File: config.mk
export PLATFORM = sky130hd
export DESIGN_NAME = jtx_supervisor
export DESIGN_NICKNAME = d
export VERILOG_FILES = /design/src/rtl/jtx_pkg.sv /design/src/rtl/jtx_tick_gen.sv /design/src/rtl/jtx_jabber.sv /design/src/rtl/jtx_heartbeat.sv /design/src/rtl/jtx_supervisor.sv
export SDC_FILE = /design/constraint.sdc
export NUM_CORES = 1
export LEC_CHECK = 0
export BUFFER_PORTS_ARGS = -buffer_cell sky130_fd_sc_hd__buf_2
export CAP_MARGIN = 20
export CORE_MARGIN = 2
export CORE_UTILIZATION = 59
export CTS_CLUSTER_DIAMETER = 30
export DETAILED_ROUTE_END_ITERATION = 8
export PLACE_DENSITY = 0.76
export RECOVER_POWER = 50
export SLEW_MARGIN = 15
export SYNTH_ARGS = -nofsm -noshare
export SYNTH_HDL_FRONTEND = slang
export SYNTH_HIERARCHICAL = 1
export SYNTH_SLANG_ARGS = --single-unit
File: constraint.sdc
create_clock -name clk -period 6.85 [get_ports clk]
set_input_delay 1.0275 -clock clk [delete_from_list [all_inputs] [get_ports clk]]
set_output_delay 1.0275 -clock clk [all_outputs]
set_load 0.01 [all_outputs]
File: src/rtl/jtx_pkg.sv
package jtx_pkg;
    typedef enum logic [1:0] {
        HB_IDLE  = 2'd0,
        HB_WAIT  = 2'd1,
        HB_PULSE = 2'd2
    } hb_state_e;
endpackage

File: src/rtl/jtx_tick_gen.sv
module jtx_tick_gen #(
    parameter int TICK_DIV = 10
) (
    input  logic clk,
    input  logic rst,
    output logic tick
);
    generate
        if (TICK_DIV <= 1) begin : g_every
            assign tick = 1'b1;
        end else begin : g_div
            localparam int DW = $clog2(TICK_DIV);
            logic [DW-1:0] cnt_d, cnt_q;
            always_comb begin
                cnt_d = (cnt_q == DW'(TICK_DIV - 1)) ? '0 : cnt_q + 1'b1;
            end
            always_ff @(posedge clk) begin
                if (rst) cnt_q <= '0;
                else     cnt_q <= cnt_d;
            end
            assign tick = (cnt_q == DW'(TICK_DIV - 1));
        end
    endgenerate
endmodule

File: src/rtl/jtx_jabber.sv
module jtx_jabber #(
    parameter int TRIP_TICKS = 850000,
    parameter int REL_TICKS  = 5000000
) (
    input  logic clk,
    input  logic rst,
    input  logic tick,
    input  logic tx_en,
    output logic locked
);
    localparam int MAXT = (TRIP_TICKS > REL_TICKS) ? TRIP_TICKS : REL_TICKS;
    localparam int CW   = $clog2(MAXT + 1);

    typedef struct packed {
        logic          lock;
        logic [CW-1:0] cnt;
    } jab_st_t;

    jab_st_t st_d, st_q;

    always_comb begin
        st_d = st_q;
        if (!st_q.lock) begin
            if (!tx_en) begin
                st_d.cnt = '0;
            end else if (tick) begin
                if (st_q.cnt == CW'(TRIP_TICKS - 1)) begin
                    st_d.lock = 1'b1;
                    st_d.cnt  = '0;
                end else begin
                    st_d.cnt = st_q.cnt + 1'b1;
                end
            end
        end else begin
            if (tx_en) begin
                st_d.cnt = '0;
            end else if (tick) begin
                if (st_q.cnt == CW'(REL_TICKS - 1)) begin
                    st_d.lock = 1'b0;
                    st_d.cnt  = '0;
                end else begin
                    st_d.cnt = st_q.cnt + 1'b1;
                end
            end
        end
    end

    always_ff @(posedge clk) begin
        if (rst) st_q <= '0;
        else     st_q <= st_d;
    end

    assign locked = st_q.lock;
endmodule

File: src/rtl/jtx_heartbeat.sv
module jtx_heartbeat
    import jtx_pkg::*;
#(
    parameter int DLY_TICKS = 6,
    parameter int LEN_TICKS = 10
) (
    input  logic clk,
    input  logic rst,
    input  logic tick,
    input  logic tx_en,
    input  logic full_duplex,
    input  logic jab_active,
    output logic pulse
);
    localparam int MAXT = (DLY_TICKS > LEN_TICKS) ? DLY_TICKS : LEN_TICKS;
    localparam int CW   = $clog2(MAXT + 1);

    typedef struct packed {
        hb_state_e     state;
        logic [CW-1:0] cnt;
        logic          tx_prev;
    } hb_st_t;

    hb_st_t st_d, st_q;
    logic   frame_end;

    always_comb begin
        frame_end = st_q.tx_prev & ~tx_en & ~full_duplex & ~jab_active;
        st_d = st_q;
        st_d.tx_prev = tx_en;
        unique case (st_q.state)
            HB_WAIT: if (tick) begin
                if (st_q.cnt == CW'(DLY_TICKS - 1)) begin
                    st_d.state = HB_PULSE;
                    st_d.cnt   = '0;
                end else begin
                    st_d.cnt = st_q.cnt + 1'b1;
                end
            end
            HB_PULSE: if (tick) begin
                if (st_q.cnt == CW'(LEN_TICKS - 1)) begin
                    st_d.state = HB_IDLE;
                    st_d.cnt   = '0;
                end else begin
                    st_d.cnt = st_q.cnt + 1'b1;
                end
            end
            default: st_d.cnt = '0;
        endcase
        if (frame_end) begin
            st_d.state = HB_WAIT;
            st_d.cnt   = '0;
        end
    end

    always_ff @(posedge clk) begin
        if (rst) st_q <= '{state: HB_IDLE, cnt: '0, tx_prev: 1'b0};
        else     st_q <= st_d;
    end

    assign pulse = (st_q.state == HB_PULSE);
endmodule

File: src/rtl/jtx_supervisor.sv
module jtx_supervisor #(
    parameter int TICK_DIV       = 10,
    parameter int JAB_TRIP_TICKS = 850000,
    parameter int JAB_REL_TICKS  = 5000000,
    parameter int HB_DLY_TICKS   = 6,
    parameter int HB_LEN_TICKS   = 10
) (
    input  logic clk,
    input  logic rst,
    input  logic tx_en,
    input  logic full_duplex,
    output logic col,
    output logic tx_inhibit
);
    logic tick;
    logic jab_locked;
    logic hb_pulse;

    jtx_tick_gen #(.TICK_DIV(TICK_DIV)) u_tick (
        .clk (clk),
        .rst (rst),
        .tick(tick)
    );

    jtx_jabber #(
        .TRIP_TICKS(JAB_TRIP_TICKS),
        .REL_TICKS (JAB_REL_TICKS)
    ) u_jab (
        .clk   (clk),
        .rst   (rst),
        .tick  (tick),
        .tx_en (tx_en),
        .locked(jab_locked)
    );

    jtx_heartbeat #(
        .DLY_TICKS(HB_DLY_TICKS),
        .LEN_TICKS(HB_LEN_TICKS)
    ) u_hb (
        .clk        (clk),
        .rst        (rst),
        .tick       (tick),
        .tx_en      (tx_en),
        .full_duplex(full_duplex),
        .jab_active (jab_locked),
        .pulse      (hb_pulse)
    );

    assign tx_inhibit = jab_locked;
    assign col        = jab_locked | hb_pulse;
endmodule

== Yosys cells after proc, flatten, opt, wreduce, memory -nomap -nowiden ==
Index checks and enable logic that the tools add are counted.

* Bits in registers: 35
* Logic and storage cells: 62
* Output and inout bits: 2
* Bits of input ports: 4

* Eq/ne operators: 17
* Bitwise operators: 7
* Add/sub/neg operators: 3
* Muxes and demuxes: 20
* Reduce and logical (&&, ||, !) cells: 8

{| class="wikitable"
|+ Operators with widths
! operator !! number
|-
| $mux W23 || 4
|-
| $mux W24 || 3
|-
| $add A23 B1 Y23 const B || 1
|-
| $eq A23 B20 Y1 const B || 1
|-
| $eq A23 B23 Y1 const B || 1
|-
| $mux W6 || 2
|-
| $reduce_and A5 Y1 || 2
|-
| $ne A3 B1 Y1 const B || 3
|-
| $add A4 B1 Y4 const B || 2
|-
| $eq A4 B4 Y1 const B || 2
|-
| $mux W4 || 2
|-
| $pmux W4 S2 || 1
|-
| $ne A3 B2 Y1 const B || 2
|-
| $mux W5 || 1
|-
| $eq A4 B3 Y1 const B || 1
|-
| $mux W1 || 4
|-
| $mux W2 || 2
|-
| $ne A2 B1 Y1 const B || 2
|-
| $ne A2 B2 Y1 const B || 2
|-
| $pmux W2 S2 || 1
|-
| $reduce_and A2 Y1 || 2
|-
| $reduce_or A2 Y1 || 2
|-
| $and A1 B1 Y1 || 3
|-
| $ne A3 B3 Y1 const B || 1
|-
| other kinds (6) || 8
|}

== Logic depth before layout (Yosys ltp) ==
Gate-level depths: netlist of the first run.

* Depth after elaboration: 6
* Depth in mapped cells: 10
* Depth with buffers taken out: 10

== By module ==
The synthesis of the first run kept the hierarchy.

{| class="wikitable"
|+ By module, submodules not included
! module !! instances !! seq. area each (µm²) !! cells each !! area an instance (µm²)
|-
| jtx_jabber || 1 || 480.5 || 155 || 1280.0
|-
| jtx_heartbeat || 1 || 140.1 || 48 || 411.6
|-
| jtx_tick_gen || 1 || 80.1 || 20 || 183.9
|-
| jtx_supervisor || 1 || 0.0 || 1 || 6.3
|}

== Least setup slack after synthesis of the first run ==
Ideal clock, no wire load.

* Kind: reg2reg
* From: register u_jab/st_q[20] (netlist name)
* To: register u_jab/st_q[20] (netlist name)
* Path slack: 4.418 ns
* Library setup time: 0.115 ns
* Clock period less this slack: 2.432 ns
* Buffers on the path: 1
* Data required time: 6.735 ns
* Arrival: 2.317 ns
* Stages on the path, launching flop included: 8
* Path through: dfxtp_1 or4b_1 or4_4 o41ai_4 nand3_1 o311ai_2 buf_8 nor2_1

* Word-level cells in the longest chain between the ends: 5
* Elaborated cells on any way between the ends: 10
* Classes of those cells: add/sub (1); eq/ne (2); mux (7)

{| class="wikitable"
|+ RTL lines
! item !! RTL line !! source
|-
| start, declared || jtx_jabber.sv:19 || <nowiki>jab_st_t st_d, st_q;</nowiki>
|-
| start signal, assigned || jtx_jabber.sv:50 || <nowiki>else st_q <= st_d;</nowiki>
|-
| $add A23 B1 Y23 (tied with other cells) || jtx_jabber.sv:31, jtx_jabber.sv:42 ||
|-
| $mux W23, on equally long branches || jtx_jabber.sv:27, jtx_jabber.sv:38 ||
|-
| $mux W24, on equally long branches || jtx_jabber.sv:26, jtx_jabber.sv:37 ||
|-
| $mux W23, on equally long branches || jtx_jabber.sv:24, jtx_jabber.sv:35 ||
|-
| $mux W24 * || jtx_jabber.sv:23 || <nowiki>if (!st_q.lock) begin</nowiki>
|}

Mark *: on every way between the ends. The rest lies on a longest branch, timed or not. The select of a mux whose other input is x is not followed.
A chain may end at the register's enable or synchronous reset.

== Worst setup path in the final report of the first run ==
* From: register u_jab/st_q[0] (netlist name)
* To: register u_jab/st_q[2] (netlist name)

Same word-level chain as after synthesis.

==> impl_metrics.toml, run 1 <==
[status]
run_status = "finished, final reports clean"

[clocking]
clk_pin_slew_ps = 100
post_cts_buffers = 0
cts.sinks = 35
cts_tree = "yes"
cts_buffers = 5
cts-root-buf = "clkbuf_4"
clk_latency_ps = 330
clockBufferDepth = 2
hold_buffers = 0
htree_levels = 2
ctsResizeCount = 0

[sta]
setup_tns_ps = 0
fin_hold_ws_ps = 493
finalHoldViolCount = 0
grt_setup_unrepaired = "no"
slew_headroom = 0.443
tightest_slew_ps = 833
period_minus_slack_ps = 3020
fmax_mhz = 331
fin_skew_ps = 9.83
setup_violations = 0
finalMaxSlewViolations = 0
period_share = 0.442

[pwr]
power_switching_uw = 80.6
p_sw_frac = 0.243
power_density_nw_per_um2 = 170
p_leak_nw = 0.613
combPwrFrac = 0.076
pwr-share-clk = 0.292
p_int_uw = 251
p_seq_frac = 0.632
vdd_drop_max_mv = 0.114

[synthesis]
async_reset_ff_frac = 0
yosysMostFrequentCell = "dfxtp_1"
netlist_instances = 224
netlist_top_cells_count = "dfxtp_1, nor2_1, nand2_1"
synth_edf_count = 0
synth_seq_area_share = 0.372
synthTopCellsByArea = "dfxtp_1, nor2_1, ha_1"
ys_types = 49
synth_fp_nets = 235
yosysTopAreaCell = "dfxtp_1"
synthesis.area_um2 = 1880
ys_warn_count = 6
ys.flop_type = "dfxtp_1"
syn_area_per_cell_um2 = 8.40
ys_ff_latch = 35
yosysTopAreaCellShare = 0.372

[final_layout]
diodes = 0
drive_gt1_frac = 0.0736
syn_to_final_growth_pct = 3.46
num-nets-final = 243
fillers = 275

[placement]
place_congestion = 0.894
dpl.hpwl_mm = 2.73
port_buffers = 5

[critical_path]
start_kind = "flop"
slowest_delay_ps = 660
cp_slowest_cell = "o41ai_1"
path_class = "flop to flop"
critPathBufInv = 0
r2r_cells = 7
path_cells = "ha_1 -> nand3_1 -> or4_1 -> o41ai_1 -> o22ai_1 -> a41oi_1 -> mux2i_1"
cp.depth = 7
cp_data_arrival_time_ps = 3250
cp_top_family = "compound AO/OA/AOI/OAI gates"
cp-end-kind = "flop"
crit_path_max_fanout = 10
crit_required_ps = 7080

[run]
cap_violations = 0

[routing]
drt.antenna.violating_nets = 0
vias_per_cell = 5.73
remaining_drc_errors = 0
wire_per_inst_um = 13.3
drt_wl_total_mm = 3.66
drt_iter0_markers = 86
num_vias = 1575
first_pass_iters = 4

[die]
io_pins = 6
die_area_um2 = 3660
chipWidth_um = 60.5
start_util = 0.616
num_rows = 20
design.core.area_um2 = 3050
die_h_um = 60.5

[global_route]
grt_pass1_vias = 1443
grt_overflow = 0
antenna_found_initial = 0
grt_pass1_wl_mm = 6.14
grt_use_total = 0.227
grt_max_degree = 17

[worst_hold_path]
min_delay_path_depth = 1
min_path_type = "flop to flop"
-- final cells by class --
class | instances | area (um2) | area share
Clock buffer | 6 | 41.3 | 0.0212
Sequential cell | 35 | 701 | 0.360
Timing Repair Buffer | 6 | 28.8 | 0.0148
Inverter | 12 | 45.0 | 0.0231
Multi-Input combinational cell | 172 | 1080 | 0.553
Tap cell | 44 | 55.1 | 0.0283
-- logic make-up (layout without fill, tap and decap cells) --
family	after synthesis	count (layout)	synth area share
flip-flops	35	35	0.372
AO/OA/AOI/OAI	34	34	0.132
XOR/XNOR	18	18	0.0838
multiplexers	2	2	0.0113
buffers and inverters	17	24	0.0406
AND/OR/NAND/NOR	111	111	0.314
adder cells (fa/ha/maj)	7	7	0.0465
-- placed cells by master (no fill, tap or decap), drive strengths merged, types with 3 or more instances in the layout --
master / n
a21oi: 12
a31oi: 4
and3: 3
buf: 3
clkbuf: 9
dfxtp: 35
ha: 7
inv: 12
nand2: 19
nand3: 14
nand4: 6
nor2: 35
nor3: 8
nor4b: 3
o21ai: 5
or3b: 3
xnor2: 10
xor2: 8
-- per-layer routing --
metal  routed length (um)  vias up  global-route usage
met5                    0        -                   0
met4                   15        0              0.0745
met3                  200        2              0.0704
met2                 1790       41               0.390
met1                 1650      731               0.271
li1                     -      801                   -
-- registers in the layout, indices dropped and copies added, names as in the netlist --
register            flops
u_jab/locked            1
u_jab/st_q             23
u_tick/g_div.cnt_q      4
u_hb/st_q               7
-- path summary, 6_finish.rpt --
check,to,start,slack (ps)
setup / recovery,u_jab/st_q[2],u_jab/st_q[0],3830
hold / removal,u_tick/g_div.cnt_q[0],u_tick/g_div.cnt_q[0],490
setup reg to reg,u_jab/st_q[2],u_jab/st_q[0],3830
hold reg to reg,u_tick/g_div.cnt_q[0],u_tick/g_div.cnt_q[0],490
-- through the flow --
stage / setup slack (ps) / area [um2] / cells / power (mW) / utilization
global route: 3620 / 1950 / 275 / 0.348 / 0.638
detailed placement: 4020 / 1940 / 269 / 0.241 / 0.635
global placement: 4190 / 1930 / 268 / 0.239 / 0.632
floorplan: 4420 / 1880 / 224 / 0.234 / -
finish: 3830 / 1950 / 275 / 0.331 / 0.638
CTS: 4000 / 1980 / 275 / 0.338 / 0.648
-- power by group through the flow --
stage / clock [mW] / combinational [mW] / sequential [mW]
after floorplan: 0 / 0.0213 / 0.213
after CTS: 0.101 / 0.0265 / 0.210
after global routing: 0.110 / 0.0279 / 0.210
after global placement: 0 / 0.0247 / 0.214
after detailed placement: 0 / 0.0264 / 0.215
final: 0.0969 / 0.0251 / 0.209
Note: power is estimated with default switching activity, not from simulation.
==> run 2: changes to the inputs <==
clock period = 2.8 ns   (was 6.85 ns; I/O delays follow)
==> run 2 against run 1 <==
  * Worst hold slack worse by 83 ps
  * Combinational power increased to 2.6 times the previous value
  * Clock power grew to 3.3 times the previous value
  * Critical endpoint is now u_jab/st_q[5]
  * Largest power group unchanged
  * Non-clock buffer count is 1 higher
  * Setup slack got worse by 3600 ps
==> impl_metrics.toml, run 2 (synthesis results as in run 1) <==
[sta]
tightest_slew_ps = 777
setup_violations = 0
slew_headroom = 0.481
grt_setup_unrepaired = "no"
finalMaxSlewViolations = 0
setup_tns_ps = 0
period_share = 0.935
fmax_mhz = 382
fin_skew_ps = 4.54
period_minus_slack_ps = 2620
finalHoldViolCount = 0
fin_hold_ws_ps = 410

[routing]
first_pass_iters = 4
drt_wl_total_mm = 4.02
vias_per_cell = 5.98
num_vias = 1662
remaining_drc_errors = 0
wire_per_inst_um = 14.5
drt.antenna.violating_nets = 0
drt_iter0_markers = 82

[die]
design.core.area_um2 = 3050
io_pins = 6
die_area_um2 = 3660
num_rows = 20
die_h_um = 60.5
start_util = 0.616
chipWidth_um = 60.5

[critical_path]
r2r_cells = 6
cp-end-kind = "flop"
crit_path_max_fanout = 16
slowest_delay_ps = 560
cp.depth = 6
cp_slowest_cell = "or4_4"
start_kind = "flop"
crit_required_ps = 3000
path_class = "flop to flop"
critPathBufInv = 0
cp_top_family = "simple AND/OR/NAND/NOR gates"
cp_data_arrival_time_ps = 2820
path_cells = "or4b_1 -> or4_4 -> o41ai_4 -> nand3_1 -> o311ai_4 -> nor2_1"

[clocking]
clk_pin_slew_ps = 110
htree_levels = 2
cts_buffers = 5
clk_latency_ps = 340
cts.sinks = 35
cts_tree = "yes"
clockBufferDepth = 2
cts-root-buf = "clkbuf_4"

[final_layout]
final_cell_mix = "dfxtp_1, nor2_1, nand2_1"
diodes = 0
largest_registers = "u_jab/st_q x23, u_hb/st_q x7, u_tick/g_div.cnt_q x4"
layout_commonest_cell = "dfxtp_1"
drive_gt1_frac = 0.103
fillers = 278
top_register = "u_jab/st_q"
num-nets-final = 244
syn_to_final_growth_pct = 7.58
largest_reg_flops = 23

[worst_hold_path]
min_path_type = "input pin to flop"
min_delay_path_depth = 4

[global_route]
antenna_found_initial = 0
grt_pass1_wl_mm = 6.80
grt_overflow = 0
grt_max_degree = 17
grt_pass1_vias = 1597
grt_use_total = 0.247

[pwr]
power_density_nw_per_um2 = 444
finalPower_uw = 898
p_leak_nw = 0.642
vdd_drop_max_mv = 0.290

[status]
run_status = "finished, final reports clean"

[run]
cap_violations = 0

[placement]
port_buffers = 5
dpl.hpwl_mm = 2.85
place_congestion = 0.811
run 2: cell types whose count changed in the layout (fill, tap and decap cells not counted), sizes merged:
cell / before / now
buf: 3 / 4
clkbuf: 9 / 11
run 2: power by group:
part / internal, mW / total, mW / switching [mW] / leakage, nW
Clock: 0.148 / 0.318 / 0.170 / 0.0386
Combinational: 0.0228 / 0.0663 / 0.0435 / 0.321
Sequential: 0.504 / 0.514 / 0.0101 / 0.283
run 2: layout make-up:
class	count	area [um2]	area share
Sequential cell	35	701	0.346
Inverter	12	45.0	0.0222
Tap cell	44	55.1	0.0272
Clock buffer	8	68.8	0.0340
Timing Repair Buffer	7	36.3	0.0179
Multi-Input combinational cell	172	1120	0.553
run 2: metrics by stage:
| step | std cells | utilization | area, um2 | worst slack, ps |
|---|---|---|---|---|
| floorplan | 224 | - | 1880 | 368 |
| global placement | 270 | 0.637 | 1950 | 244 |
| detailed placement | 270 | 0.637 | 1950 | 144 |
| CTS | 278 | 0.660 | 2010 | 111 |
| global route | 278 | 0.663 | 2020 | 40.9 |
| finish | 278 | 0.663 | 2020 | 183 |
run 2: timing repair:
item                                    4_1_cts  5_1_grt
endpoints found under the setup margin        0        2
hold endpoints to repair                      0        0
resized for setup                             0        1
hold buffers                                  0        0
buffers inserted                              0        0
run 2: worst register-to-register path, delay by kind of cell (launching register included):
| kind | cells | cell delay, ps |
|---|---|---|
| simple gates | 4 | 1410 |
| compound gates | 2 | 730 |
| flops | 1 | 340 |
run 2: worst paths after layout:
check	start	to	slack, ps
setup / recovery	u_jab/st_q[20]	u_jab/st_q[5]	180
hold / removal	full_duplex	u_hb/st_q[5]	410
setup reg to reg	u_jab/st_q[20]	u_jab/st_q[5]	180
hold reg to reg	u_tick/g_div.cnt_q[0]	u_tick/g_div.cnt_q[0]	500
run 2: layer usage:
layer | routed length, um | vias to the layer above | share of wire | track usage
met1 | 1800 | 801 | 0.45 | 0.306
li1 | - | 810 | - | -
met2 | 1980 | 40 | 0.49 | 0.415
met4 | 79 | 0 | 0.020 | 0.118
met3 | 159 | 11 | 0.040 | 0.0469
met5 | 0 | - | 0 | 0
